File: config.mk
export PLATFORM = sky130hd
export DESIGN_NAME = sar_serial_framer
export DESIGN_NICKNAME = d
export VERILOG_FILES = /design/src/rtl/sar_framer_pkg.sv /design/src/rtl/sar_framer_hunt.sv /design/src/rtl/sar_framer_shift.sv /design/src/rtl/sar_serial_framer.sv
export SDC_FILE = /design/constraint.sdc
export NUM_CORES = 1
export LEC_CHECK = 0
export BUFFER_PORTS_ARGS = -buffer_cell sky130_fd_sc_hd__buf_2
export CORE_MARGIN = 2
export CORE_UTILIZATION = 50
export DETAILED_ROUTE_END_ITERATION = 8
export PLACE_DENSITY = 0.76
export SETUP_SLACK_MARGIN = 0.5
export SLEW_MARGIN = 10
export SYNTH_ARGS = -nofsm -noshare
export SYNTH_HDL_FRONTEND = slang
export SYNTH_SLANG_ARGS = --single-unit
File: constraint.sdc
create_clock -name clk_i -period 3.3 [get_ports clk_i]
set_clock_uncertainty 0.2 [all_clocks]
set_input_delay 0.165 -clock clk_i [delete_from_list [all_inputs] [get_ports clk_i]]
set_output_delay 0.165 -clock clk_i [all_outputs]
set_load 0.005 [all_outputs]
File: src/rtl/sar_framer_pkg.sv
package sar_framer_pkg;
  typedef enum logic [1:0] {
    HUNT_IDLE = 2'd0,
    HUNT_CTRL = 2'd1,
    HUNT_BUSY = 2'd2
  } hunt_state_e;
endpackage

File: src/rtl/sar_framer_hunt.sv
module sar_framer_hunt
  import sar_framer_pkg::*;
#(
  parameter int CTRL_W   = 8,
  parameter int RES_W    = 12,
  parameter int OPEN_BIT = 5
) (
  input  logic              clk_i,
  input  logic              rst_ni,
  input  logic              csn_i,
  input  logic              din_i,
  output logic [CTRL_W-1:0] ctrl_o,
  output logic              ctrl_valid_o
);
  // rising edges after the control byte during which din is ignored
  localparam int IGN   = RES_W - OPEN_BIT;
  localparam int CMAX  = (CTRL_W > IGN) ? CTRL_W : IGN;
  localparam int CNT_W = $clog2(CMAX + 1);

  hunt_state_e         state_q;
  logic [CNT_W-1:0]    cnt_q;
  logic [CTRL_W-2:0]   sh_q;
  logic [CTRL_W-1:0]   ctrl_q;
  logic                valid_q;

  always_ff @(posedge clk_i or negedge rst_ni) begin
    if (!rst_ni) begin
      state_q <= HUNT_IDLE;
      cnt_q   <= '0;
      sh_q    <= '0;
      ctrl_q  <= '0;
      valid_q <= 1'b0;
    end else begin
      valid_q <= 1'b0;
      if (csn_i) begin
        state_q <= HUNT_IDLE;
        cnt_q   <= '0;
      end else begin
        unique case (state_q)
          HUNT_IDLE: begin
            if (din_i) begin
              state_q <= HUNT_CTRL;
              sh_q    <= (CTRL_W-1)'(1);
              cnt_q   <= CNT_W'(1);
            end
          end
          HUNT_CTRL: begin
            sh_q <= {sh_q[CTRL_W-3:0], din_i};
            if (cnt_q == CNT_W'(CTRL_W - 1)) begin
              ctrl_q  <= {sh_q, din_i};
              valid_q <= 1'b1;
              state_q <= HUNT_BUSY;
              cnt_q   <= '0;
            end else begin
              cnt_q <= cnt_q + CNT_W'(1);
            end
          end
          HUNT_BUSY: begin
            // reopen hunting once the open bit has left on dout
            if (cnt_q == CNT_W'(IGN - 1)) begin
              state_q <= HUNT_IDLE;
              cnt_q   <= '0;
            end else begin
              cnt_q <= cnt_q + CNT_W'(1);
            end
          end
          default: begin
            state_q <= HUNT_IDLE;
            cnt_q   <= '0;
          end
        endcase
      end
    end
  end

  assign ctrl_o       = ctrl_q;
  assign ctrl_valid_o = valid_q;
endmodule

File: src/rtl/sar_framer_shift.sv
module sar_framer_shift #(
  parameter int RES_W = 12
) (
  input  logic             clk_i,
  input  logic             rst_ni,
  input  logic             csn_i,
  input  logic             load_i,
  input  logic [RES_W-1:0] result_i,
  output logic             dout_o,
  output logic             sstrb_o
);
  // extra MSB carries the busy-cycle zero
  logic [RES_W:0] sh_q;
  logic           sstrb_q;

  always_ff @(negedge clk_i or negedge rst_ni) begin
    if (!rst_ni) begin
      sh_q    <= '0;
      sstrb_q <= 1'b1;
    end else if (csn_i) begin
      sh_q    <= '0;
      sstrb_q <= 1'b1;
    end else if (load_i) begin
      sh_q    <= {1'b0, result_i};
      sstrb_q <= 1'b0;
    end else begin
      sh_q    <= {sh_q[RES_W-1:0], 1'b0};
      sstrb_q <= 1'b1;
    end
  end

  assign dout_o  = sh_q[RES_W];
  assign sstrb_o = sstrb_q;
endmodule

File: src/rtl/sar_serial_framer.sv
module sar_serial_framer #(
  parameter int CTRL_W   = 8,
  parameter int RES_W    = 12,
  parameter int OPEN_BIT = 5
) (
  input  logic              clk_i,
  input  logic              rst_ni,
  input  logic              csn_i,
  input  logic              din_i,
  input  logic [RES_W-1:0]  result_i,
  output logic              dout_o,
  output logic              dout_oe_o,
  output logic              sstrb_o,
  output logic [CTRL_W-1:0] ctrl_o,
  output logic              ctrl_valid_o
);
  logic conv_go;

  sar_framer_hunt #(
    .CTRL_W  (CTRL_W),
    .RES_W   (RES_W),
    .OPEN_BIT(OPEN_BIT)
  ) u_hunt (
    .clk_i       (clk_i),
    .rst_ni      (rst_ni),
    .csn_i       (csn_i),
    .din_i       (din_i),
    .ctrl_o      (ctrl_o),
    .ctrl_valid_o(conv_go)
  );

  sar_framer_shift #(
    .RES_W(RES_W)
  ) u_shift (
    .clk_i   (clk_i),
    .rst_ni  (rst_ni),
    .csn_i   (csn_i),
    .load_i  (conv_go),
    .result_i(result_i),
    .dout_o  (dout_o),
    .sstrb_o (sstrb_o)
  );

  assign ctrl_valid_o = conv_go;
  assign dout_oe_o    = ~csn_i;
endmodule

== Yosys cells after proc, flatten, opt, wreduce, memory -nomap -nowiden ==
Cells that the tools add are included.
Operators by class
  bitwise gates (word level): 1
  reduce and logical (&&, ||, !) cells: 5
  equal/unequal tests: 8
  $add $sub $neg: 1
  mux-type cells: 19
Operator list (number)
  13-bit two-way mux: 2
  4-bit two-way mux: 4
  7-bit one-hot mux with 2 select lines: 1
  4-bit one-hot mux with 3 select lines: 1
  3-bit AND reduction: 3
  4-bit by 3-bit == test with 1-bit output, second input constant: 2
  2-bit two-way mux: 4
  7-bit two-way mux: 1
  3-bit by 2-bit != test with 1-bit output, second input constant: 2
  2-bit one-hot mux with 3 select lines: 1
  1-bit two-way mux: 5
  4-bit by 1-bit adder with 4-bit output, second input constant: 1
  3-bit != test, second input constant: 1
  2-bit by 1-bit == test with 1-bit output, second input constant: 1
  2-bit == test, second input constant: 1
  2-bit zero test: 1
  2-bit != test, second input constant: 1
  2-bit nonzero test: 1
  1-bit NOT: 1
Word-level totals
  word-level logic and storage cells: 41
  input bits: 16
  output and inout port bits: 12
  flip-flop bits (word level): 36

== Depth between registers and ports, before layout ==
Gate-level depths: netlist of run 1.
  word-level depth: 4
  mapped depth: 6
  gate-level depth less buffers: 6

== Hierarchy ==
A second synthesis of run 1 with hierarchy kept.
Unflattened totals
  cells, all modules: 128
  area, all modules: 1615.3 µm²
By module, submodules not included
  sar_framer_hunt: sequential area each 550.5 µm², cells each 84, area each 1068.5 µm², times used 1
  sar_framer_shift: sequential area each 351.6 µm², cells each 43, area each 543.0 µm², times used 1
  sar_serial_framer: sequential area each 0.0 µm², cells each 1, area each 3.8 µm², times used 1

==> results.md, run 1 <==
* Wire length of the first global-routing pass at roughly 5000 um
* Number of fill cells in the layout at 260
* Top delay family on crit path: flip-flops
* Area of all placed cells without fillers at roughly 1900 sq um
* Synth Area per Inst at around 12 sq um
* Width of the die at between 60 and 70 um
* Fraction of the core area covered by cells at the end of the flow at 62.5%
* Diodes inserted at 0
* Unique masters post-synth at 33
* CTS Root Buffer Type: clkbuf_4
* Total area of multi-input combinational cells at around 620 sq um
* Clock insertion delay at the later pin of the skew report at around 330 ps
* WL final at between 2000 and 3000 um
* Worst Hold Launch: csn_i
* Kind of capture point of the worst setup path: primary output
* Cell taking the most area after synthesis: dfrtp_1
* Reg2reg setup slack at 380 ps
* Share of synthesized registers carrying an async set or reset at 100%
* Post-route DRC at 0
* Aggregate global routing overflow at 0
* Tightest Pin Transition at ~460 ps
* Status: completed
* Routed vias/inst at between 5 and 6
* Largest net degree at the start of global routing at 22
* Number of warnings printed during yosys synthesis at 0
* Post-route insts no fill at roughly 210
* Number of enable-type register cells in the synthesized netlist at 0
* Endpoint of the most critical register-to-register path: u_shift.sh_q[2]$_DFF_NN0_
* Clock input transition at the sequential cells of the worst setup and hold paths at about 100 ps
* Net count, final at 185
* TritonCTS clock tree: yes
* Cell count of the worst hold path at 2
* Number of standard-cell rows in the floorplan at 20
* Post-detail-place hpwl at approximately 2000 um
* Initial antenna violation count at 0
* Max VDD drop at between 200 and 250 uV
* Worst hold slack across all endpoints at a little over 40 ps
* Master of the slowest instance on the critical path: dfstp_2
* Core Area at just over 3000 sq um
* Drt initial violations at 36
* Worst setup path category: reg2out
* Setup violators final at 0
* Setup crit start kind: register
* Crit. path cell count at 1
* Longest individual stage delay on the worst path at between 500 and 600 ps
* Placed cells at between 150 and 200
* Standard cell area after detailed placement at about 1700 sq um
* Instance count of the mapped netlist at about 130
* Launch point of the critical path: u_shift.sstrb_o$_DFF_NN1_
* Global Route met2 Usage at approximately a third
* Initial core utilization at between 50% and 60%
* Max-slew violation count at 0
* Number of synthesized register bits at 36
* Post-synthesis sequential area ratio at 56.7%
* GRT Overall Usage at a little under a fifth
* Number of levels the H-tree was split into at 2
* Net count of the mapped netlist at about 150
* Number of clock sinks at 36
* FF-to-FF Start: u_hunt.ctrl_valid_o$_DFF_PN0_
* Vias post-DR at ~1100
* Slew headroom at slightly below 70%
* Reg area at 906 sq um
* Max-capacitance violation count at 0
* Count of pins on the block boundary at 28
* Average wire per cell in the routed design at 14.2 um
* Portion of synthesized cell area occupied by the leading cell type at roughly a third
* Longest Clk Path Bufs at 2
* Worst endpoint required time at between 2000 and 3000 ps
* Met1 usage in global routing at between 20% and 30%
* Setup repair after global routing missed its margin: true
* Busiest layer in global routing: met2
* Port Buffers at 27
* Data arrival time of the critical path at between 2000 and 3000 ps
* Synth-to-Final Area Change at 19.8%
* Layout cell share with drive strength beyond 1 at around 34%
* CP Max Fanout at 1
* Setup TNS at 0 ps
* Final hold vios at 0
* Cells taking the most area after synthesis: dfrtp_1 35%, dfrtn_1 20%, mux2_4 7.5%, mux2i_1 6.9%, nor2_1 3.8%
* Cts bufs inserted at 5
* Vertical extent of the die at slightly above 60 um
* Buffers plus inverters on the worst setup path at 1
* First-pass DRT Iterations at 4
* Die Area at 3650 sq um
* Type of the tightest min-delay check: in2reg
* Endpoint, Worst Hold: u_hunt.state_q[1]$_DFFE_PN0P_
* GP Congestion at slightly below 0.8
* Commonest register cell after synthesis: dfrtp_1
* Static leakage at 0.932 nW
* Grt met3 use at between 5 and 6%
* Reg2Reg Depth at 3
* Vias in the first global route at roughly 1100
* Number of nets with antenna violations after routing at 0
* Pwr/cell area at 433 nW/um^2
* Post-synthesis cell area at about 1600 sq um
* Cell Chain, Critical Path: buf_6
[per-stage QoR]
| step | setup slack, ps | power [mW] |
|---|---|---|
| after floorplan | 451 | 0.497 |
| after global placement | 223 | 0.520 |
| after detailed placement | 176 | 0.525 |
| after CTS | 290 | 0.834 |
| after global routing | 247 | 0.867 |
| final | 305 | 0.826 |
[worst max-delay path by stage]
stage / end
final: sstrb_o
after global routing: sstrb_o
after CTS: sstrb_o
after detailed placement: u_shift.sh_q[2]$_DFF_NN0_
after global placement: u_shift.sh_q[8]$_DFF_NN0_
after floorplan: u_shift.sh_q[10]$_DFF_NN0_
[cell usage after synthesis (all sizes together), types with 2 or more instances]
cell type and instances:
a21oi 5, a22o 6, and2 2, and3 2, and3b 2, buf 7
dfrtn 13, dfrtp 22, ha 3, inv 8, mux2 8, mux2i 11
nand2 5, nor2 17, nor3 3, nor3b 3, o21ai 7
[what timing repair did]
item	in CTS	in global routing
setup endpoints to repair	16	15
hold endpoints to repair	24	0
buffers inserted	4	0
hold buffers	2	0
resized for setup	6	4
pin swaps	0	2
[metal layers]
layer | part of all wire (%) | up-vias
met5 | 0 | -
met2 | 51 | 27
met3 | 3.9 | 4
met1 | 43 | 547
li1 | - | 524
met4 | 1.4 | 0
[registers in the layout (all words and copies together) (netlist names)]
signal and flops:
u_shift.sstrb_o 1, u_hunt.ctrl_o 8, u_hunt.ctrl_valid_o 1, u_hunt.sh_q 7, u_shift.sh_q 13, u_hunt.cnt_q 4
u_hunt.state_q 2
[cells in the final DEF, fill, tap and decap left out, types with 2 or more instances in the layout]
master and n:
nand2_1 5, buf_2 26, ha_1 3, mux2i_1 11, dlygate4sd3_1 2, a21oi_1 5
buf_6 3, buf_4 2, and3_4 2, nor3b_1 2, nor3_1 3, o21ai_0 6
dfrtn_1 13, mux2_4 8, dfrtp_1 21, clkbuf_4 5, a22o_1 6, nor2_1 16
inv_1 8
[power breakdown]
part	internal, mW	switching (mW)
Sequential	0.452	0.0120
Combinational	0.0209	0.0289
Clock	0.166	0.147
Total	0.639	0.188
[cells by family (layout without fill, tap and decap cells)]
family	Yosys count	count (layout)	synth area share [%]
simple gates	37	37	12.3
compound gates	22	22	9.04
buf+inv	16	50	5.19
fa+ha+maj	3	3	2.36
mux	19	19	14.5
flops	36	36	56.7
[worst register-to-register path: stages, from the launching register on]
cell	delay (ps)
dfrtp_4	520
buf_8	150
mux2i_1	160
nor2_1	60
[layout make-up]
class	instances	share of cell area (%)
flip-flops and latches	36	47.5
multi-input cells	81	32.3
repair buffers	34	11.2
clock buffers	6	3.28
well taps	44	2.89
clock inverters	3	1.38
inverters	7	1.38
Power figures use the tool's default switching activity.
==> run 2: changes to the inputs <==
Settings changed: PLACE_DENSITY 0.76 to 0.75, SLEW_MARGIN 10 to 0, SYNTH_HIERARCHICAL set to 1.
==> run 2 against run 1 <==
Effect of this change: combinational power is 4.6% higher; die area up 1.4%; sequential power barely moved.
==> results.md, run 2 <==
* CTS Root Buffer Type: clkbuf_4
* Worst Hold Launch: csn_i
* Post-synthesis sequential area ratio at 55.8% (-0.83 points)
* Portion of synthesized cell area occupied by the leading cell type at 34.1% (-0.51 points)
* Number of flip-flops under the largest register name at 13 (unchanged)
* Post-synthesis cell area at 1620 sq um (+1.5%)
* Average wire per cell in the routed design at 13.9 um (-2.3%)
* Setup repair after global routing missed its margin: true
* Reg2reg setup slack at 400 ps (+20 ps)
* Cell Chain, Critical Path: buf_2
* Setup violators final at 0 (unchanged)
* Sequential group share of total power at 61.7% (+5.6 points)
* Switching power summed over all nets at 0.173 mW (-7.7%)
* Status: completed
* Setup TNS at 0 ps (unchanged)
* Initial core utilization at 52.9% (+0.78 points)
* Internal at 0.579 mW (-9.3%)
* Aggregate global routing overflow at 0 (unchanged)
* Cts bufs inserted at 5 (unchanged)
* Combinational Power Share at 6.9% (+0.9 points)
* Net count of the mapped netlist at 147 (-3.3%)
* Final Worst Setup Slack at 327 ps (+22.2 ps)
* GP Congestion at 0.864 (+8.9%)
* Pwr/cell area at 394 nW/um^2 (-9.2%)
* Share of synthesized registers carrying an async set or reset at 100% (unchanged)
* Clock insertion delay at the later pin of the skew report at 320 ps (about the same)
* Switch share at 23.0% (+0.32 points)
* Worst endpoint required time at 2930 ps (about the same)
* Number of nets with antenna violations after routing at 0 (unchanged)
* Proportion of power drawn by the clock network at 31.4% (-6.5 points)
* Post-Place Worst Slack at 332 ps (+156 ps)
* Final hold vios at 0 (unchanged)
* Leading cell type in the layout, fill and taps excluded: buf_2
* Vertical extent of the die at 60.8 um (+0.70%)
* Number of standard-cell rows in the floorplan at 20 (unchanged)
* Number of warnings printed during yosys synthesis at 6 (+6)
* Buffers plus inverters on the worst setup path at 1 (unchanged)
* Commonest register cell after synthesis: dfrtp_1
* Largest net degree at the start of global routing at 23 (+4.5%)
* Width of the die at 60.8 um (+0.70%)
* Longest Clk Path Bufs at 2 (unchanged)
* Master of the slowest instance on the critical path: dfstp_2
* Longest individual stage delay on the worst path at 500 ps (-20 ps)
* Core Area at 3050 sq um (unchanged)
* Worst hold slack across all endpoints at 71.4 ps (+30.6 ps)
* Initial antenna violation count at 0 (unchanged)
* Max-capacitance violation count at 0 (unchanged)
* Top delay family on crit path: flip-flops
* Cell count of the worst hold path at 2 (unchanged)
* Max-slew violation count at 0 (unchanged)
* Slew headroom at 66.1% (-3.0 points)
* Number of synthesized register bits at 36 (unchanged)
* Unique masters post-synth at 35 (+6.1%)
* Synth-to-Final Area Change at 18.4%
* Number of fill cells in the layout at 245 (-5.8%)
* Register containing the most flip-flops in the final layout: u_shift/sh_q
* First-pass DRT Iterations at 4 (unchanged)
* Worst setup path category: reg2out
* Post-route insts no fill at 207 (-1.9%)
* Clock input transition at the sequential cells of the worst setup and hold paths at 90 ps (about the same)
* Type of the tightest min-delay check: in2reg
* Setup crit start kind: register
* Number of clock sinks at 36 (unchanged)
* Reg2Reg Depth at 3 (unchanged)
* WL final at 2870 um (-4.1%)
* Port Buffers at 27 (unchanged)
* Number of levels the H-tree was split into at 2 (unchanged)
* Net count, final at 181 (-2.2%)
* Placed cells at 194 (-1.5%)
* Post-detail-place hpwl at 1940 um (-2.5%)
* Routed vias/inst at 5.32 (+1.9%)
* Layout cell share with drive strength beyond 1 at 32.5% (-1.6 points)
* Cell taking the most area after synthesis: dfrtp_1
* Wire length of the first global-routing pass at 4770 um (-5.4%)
* GRT Overall Usage at 18.0% (-1.2 points)
* Static leakage at 0.908 nW (-2.6%)
* Cells taking the most area after synthesis: dfrtp_1 34%, dfrtn_1 20%, mux2_4 7.4%, mux2i_1 6.8%, nor2_1 3.5%
* Max VDD drop at 251 uV (+14%)
* TritonCTS clock tree: yes
* Data arrival time of the critical path at 2610 ps (-20 ps)
* Vias post-DR at 1102 (unchanged)
* Drt initial violations at 45 (+25%)
* Commonest cells after routing, fill and taps aside: 27 x buf_2, 21 x dfrtp_1, 15 x nor2_1, 13 x dfrtn_1, 10 x mux2i_1
* Number of enable-type register cells in the synthesized netlist at 0 (unchanged)
* Endpoint of the most critical register-to-register path: u_shift/sh_q[10]$_DFF_NN0_
* CP Max Fanout at 1 (unchanged)
* Most common library cells after synthesis: 22 x dfrtp_1, 15 x nor2_1, 13 x dfrtn_1
* Instance count of the mapped netlist at 128 (-3.8%)
* Most common cell in the synthesized netlist: dfrtp_1
* Post-route DRC at 0 (unchanged)
* Tightest Pin Transition at 505 ps (+44.6 ps)
* Vias in the first global route at 1109 (-3.5%)
* Fraction of the core area covered by cells at the end of the flow at 62.6% (+0.16 points)
* Endpoint, Worst Hold: u_hunt/state_q[1]$_DFFE_PN0P_
* Kind of capture point of the worst setup path: primary output
* Synth Area per Inst at 12.6 sq um (+5.5%)
* Count of pins on the block boundary at 28 (unchanged)
* Diodes inserted at 0 (unchanged)
* Die Area at 3700 sq um (+1.4%)
* FF-to-FF Start: u_hunt/ctrl_valid_o$_DFF_PN0_
run 2: cell families (layout without fill, tap and decap cells):
family / after synthesis / count (layout) / synth area share [%]
AOI/OAI and AO/OA: 21 / 21 / 9.45
xor gates and xnor gates: 1 / 1 / 0.542
adders and majority gates: 3 / 3 / 2.32
buffers and inverters: 12 / 47 / 4.49
DFF: 36 / 36 / 55.8
muxes: 20 / 20 / 15.0
and+or+nand+nor: 35 / 35 / 12.4
run 2: metal layers:
layer	part of all wire [%]	vias to the layer above	GRT usage [%]
li1	-	519	-
met1	44	553	21.3
met2	51	28	30.7
met3	4.4	2	5.76
met4	0.66	0	6.52
met5	0	-	0
run 2: area by class of cell:
type | count | area [sq um] | area share [%]
clock inverter | 2 | 7.51 | 0.393
tap | 44 | 55.1 | 2.88
sequential | 36 | 906 | 47.4
multi-input combinational | 80 | 661 | 34.6
inverter | 5 | 18.8 | 0.982
clock buffer | 7 | 55.1 | 2.88
timing repair buffer | 33 | 209 | 10.9
run 2: worst max path at each step:
stage | startpoint | endpoint | slack, ps | cells past startpoint
5_1_grt | u_shift/sstrb_o$_DFF_NN1_ | sstrb_o | 270 | 1
6_report | u_shift/sstrb_o$_DFF_NN1_ | sstrb_o | 330 | 1
4_1_cts | u_shift/sstrb_o$_DFF_NN1_ | sstrb_o | 310 | 1
3_3_place_gp | u_hunt/ctrl_valid_o$_DFF_PN0_ | u_shift/sh_q[10]$_DFF_NN0_ | 420 | 2
3_5_place_dp | u_hunt/ctrl_valid_o$_DFF_PN0_ | u_shift/sh_q[7]$_DFF_NN0_ | 330 | 2
2_1_floorplan | u_hunt/ctrl_valid_o$_DFF_PN0_ | u_shift/sh_q[10]$_DFF_NN0_ | 500 | 3
run 2: power groups by stage:
stage / sequential, mW / combinational, mW / clock (mW)
after floorplan: 0.467 / 0.0280 / 0.00379
after global placement: 0.471 / 0.0477 / 0.00379
after detailed placement: 0.473 / 0.0505 / 0.00379
after CTS: 0.464 / 0.0525 / 0.247
after global routing: 0.466 / 0.0600 / 0.271
final: 0.464 / 0.0522 / 0.236
run 2: what timing repair did:
item / CTS / global route
setup buffers: 3 / 0
gates cloned: 0 / 0
hold endpoints to repair: 9 / 0
hold buffers: 2 / 0
gates resized for setup: 4 / 4
endpoints found under the setup margin: 13 / 14
run 2: through the flow:
stage                     total power [mW]  area, sq um
after global routing                 0.797         1910
final                                0.752         1910
after global placement               0.523         1760
after detailed placement             0.527         1760
after floorplan                      0.499         1620
after CTS                            0.764         1890
run 2: worst register-to-register path: stages (launching register included):
cell     delay (ps)
dfrtp_4         520
buf_8           150
mux2i_1         160
nor2_1           50
==> run 3: changes to the inputs <==
Settings changed: CORE_UTILIZATION 50 to 49, PLACE_DENSITY 0.75 to 0.77.
Clock period 3.3 ns to 2.56 ns, I/O delays scaled along.
==> run 3 against run 2 <==
Effect of this change: the flow now finishes with violations (negative setup slack); critical path depth did not move; flip-flop and latch count did not move; critical path type unchanged; critical endpoint unchanged; power up 32%; core utilization grew 0.97 points; via count is 2.2% higher; worst hold slack better by 67 ps; combinational power is 41% higher; sequential share of layout area is 1.5 points lower; clock power grew 38%; global-route usage grew 1.8 points; register-to-register slack worse by 340 ps.
==> results.md, run 3 (synthesis results as in run 2) <==
* Data arrival time of the critical path at 2260 ps (-350 ps)
* Diodes inserted at 0 (unchanged)
* Longest Clk Path Bufs at 2 (unchanged)
* Status: complete, but fails checks
* Synth-to-Final Area Change at 22.2%
* Leading cell type in the layout, fill and taps excluded: buf_2
* Capturing instance or port of the critical path: sstrb_o
* Violated checks: negative setup slack
* Number of levels the H-tree was split into at 2 (unchanged)
* Routed vias/inst at 5.29 (-0.70%)
* Type of the tightest min-delay check: in2reg
* Commonest cells after routing, fill and taps aside: 26 x buf_2, 20 x dfrtp_1, 14 x nor2_1, 13 x dfrtn_1, 9 x mux2i_1
* Largest net degree at the start of global routing at 17 (-26%)
* Vias in the first global route at 1118 (+0.81%)
* Reg2Reg Depth at 3 (unchanged)
* Total area of multi-input combinational cells at 672 sq um (+1.7%)
* Port Buffers at 27 (unchanged)
* Final Worst Setup Slack at -25.3 ps (-352 ps)
* Register containing the most flip-flops in the final layout: u_shift/sh_q
* CTS Root Buffer Type: clkbuf_4
* Number of clock sinks at 36 (unchanged)
* WL final at 3220 um (+12%)
* Slew headroom at 67.6% (+1.5 points)
* Launch point of the critical path: u_shift/sstrb_o$_DFF_NN1_
* Drt initial violations at 55 (+22%)
* Kind of capture point of the worst setup path: primary output
* Post-detail-place hpwl at 2120 um (+9.1%)
* Cell Chain, Critical Path: buf_2
* Initial antenna violation count at 0 (unchanged)
* Setup crit start kind: register
* Width of the die at 61.4 um (+0.95%)
* Wire length of the first global-routing pass at 5240 um (+10%)
* Cell count of the worst hold path at 3 (+1)
* Average wire per cell in the routed design at 15.1 um (+8.9%)
* Cts bufs inserted at 5 (unchanged)
* Reg2reg setup slack at 60 ps (-340 ps)
* FF-to-FF Start: u_hunt/ctrl_valid_o$_DFF_PN0_
* TritonCTS clock tree: yes
* Post-route insts no fill at 213 (+2.9%)
* Clock input transition at the sequential cells of the worst setup and hold paths at 110 ps (+20 ps)
* Number of flip-flops under the largest register name at 13 (unchanged)
* Aggregate global routing overflow at 0 (unchanged)
* Final hold vios at 0 (unchanged)
* Vertical extent of the die at 61.4 um (+0.95%)
* Net count, final at 187 (+3.3%)
* Number of standard-cell rows in the floorplan at 20 (unchanged)
* Master of the slowest instance on the critical path: dfstp_2
* First-pass DRT Iterations at 4 (unchanged)
* Vias post-DR at 1126 (+2.2%)
* Endpoint of the most critical register-to-register path: u_shift/sh_q[6]$_DFF_NN0_
* GRT Overall Usage at 19.8% (+1.8 points)
* Longest individual stage delay on the worst path at 500 ps (about the same)
* Count of pins on the block boundary at 28 (unchanged)
* GP Congestion at 0.836 (-3.3%)
* Max-capacitance violation count at 0 (unchanged)
* Setup violators final at 1 (+1)
* Buffers plus inverters on the worst setup path at 1 (unchanged)
* Die Area at 3770 sq um (+1.9%)
* Max VDD drop at 208 uV (-17%)
* Initial core utilization at 52.1% (-0.85 points)
* Placed cells at 196 (+1.0%)
* Layout cell share with drive strength beyond 1 at 36.7% (+4.2 points)
* Number of fill cells in the layout at 249 (+1.6%)
* Number of nets with antenna violations after routing at 0 (unchanged)
* Pwr/cell area at 505 nW/um^2 (+28%)
* Setup TNS at -25.3 ps (-25.3 ps)
* Max-slew violation count at 0 (unchanged)
* Worst endpoint required time at 2230 ps (-700 ps)
* Worst hold slack across all endpoints at 138 ps (+67.0 ps)
* CP Max Fanout at 1 (unchanged)
* Core Area at 3100 sq um (+1.6%)
* Top delay family on crit path: flip-flops
* Clock insertion delay at the later pin of the skew report at 330 ps (about the same)
* Crit. path cell count at 1 (unchanged)
* Post-route DRC at 0 (unchanged)
* Tightest Pin Transition at 483 ps (-22.7 ps)
* Setup repair after global routing missed its margin: true
* Reg area at 905 sq um (-0.14%)
* Static leakage at 0.948 nW (+4.4%)
* Worst setup path category: reg2out
==> run 3: how the worst min path moves through the flow <==
stage	start	to	slack, ps
2_1_floorplan	rst_ni	u_hunt/cnt_q[0]$_DFFE_PN0P_	-370
3_3_place_gp	rst_ni	u_hunt/state_q[1]$_DFFE_PN0P_	130
3_5_place_dp	rst_ni	u_hunt/state_q[1]$_DFFE_PN0P_	150
4_1_cts	csn_i	u_hunt/state_q[1]$_DFFE_PN0P_	120
5_1_grt	csn_i	u_hunt/state_q[1]$_DFFE_PN0P_	160
6_report	csn_i	u_hunt/cnt_q[0]$_DFFE_PN0P_	140
==> run 3: final cells by class <==
| class | count | share of cell area [%] |
|---|---|---|
| repair buffers | 39 | 13.2 |
| flip-flops and latches | 36 | 45.8 |
| well taps | 44 | 2.79 |
| inverters | 5 | 0.951 |
| clock inverters | 1 | 0.190 |
| clock buffers | 8 | 2.98 |
| multi-input cells | 80 | 34.1 |
==> run 3: what timing repair did <==
| item | in CTS | in global routing |
|---|---|---|
| buffers inserted | 5 | 1 |
| gates resized for setup | 9 | 8 |
| pin swaps | 0 | 2 |
| hold endpoints to repair | 26 | 22 |
| hold buffers | 2 | 1 |
| setup endpoints to repair | 19 | 17 |
==> run 3: power by group <==
| group | internal, mW | total (mW) | switching, mW |
|---|---|---|---|
| Combinational | 0.0350 | 0.0734 | 0.0384 |
| Clock | 0.138 | 0.325 | 0.187 |
| Sequential | 0.582 | 0.599 | 0.0165 |
| Total | 0.755 | 0.997 | 0.242 |
==> run 3: stage by stage <==
stage          area (sq um)  util, %  power [mW]  worst slack [ps]
2_1_floorplan          1620        -       0.643               126
5_1_grt                1970     63.6        1.05             -73.3
6_report               1970     63.6       0.997             -25.3
4_1_cts                1930     62.1        1.00             -38.2
3_3_place_gp           1780     57.3       0.677              72.7
3_5_place_dp           1780     57.3       0.682              27.9
==> run 3: routing by layer <==
metal,vias up,GRT usage (%),routed length [um]
met4,0,7.90,69
met5,-,0,0
met3,9,7.56,149
li1,528,-,-
met2,32,31.9,1610
met1,557,24.0,1390
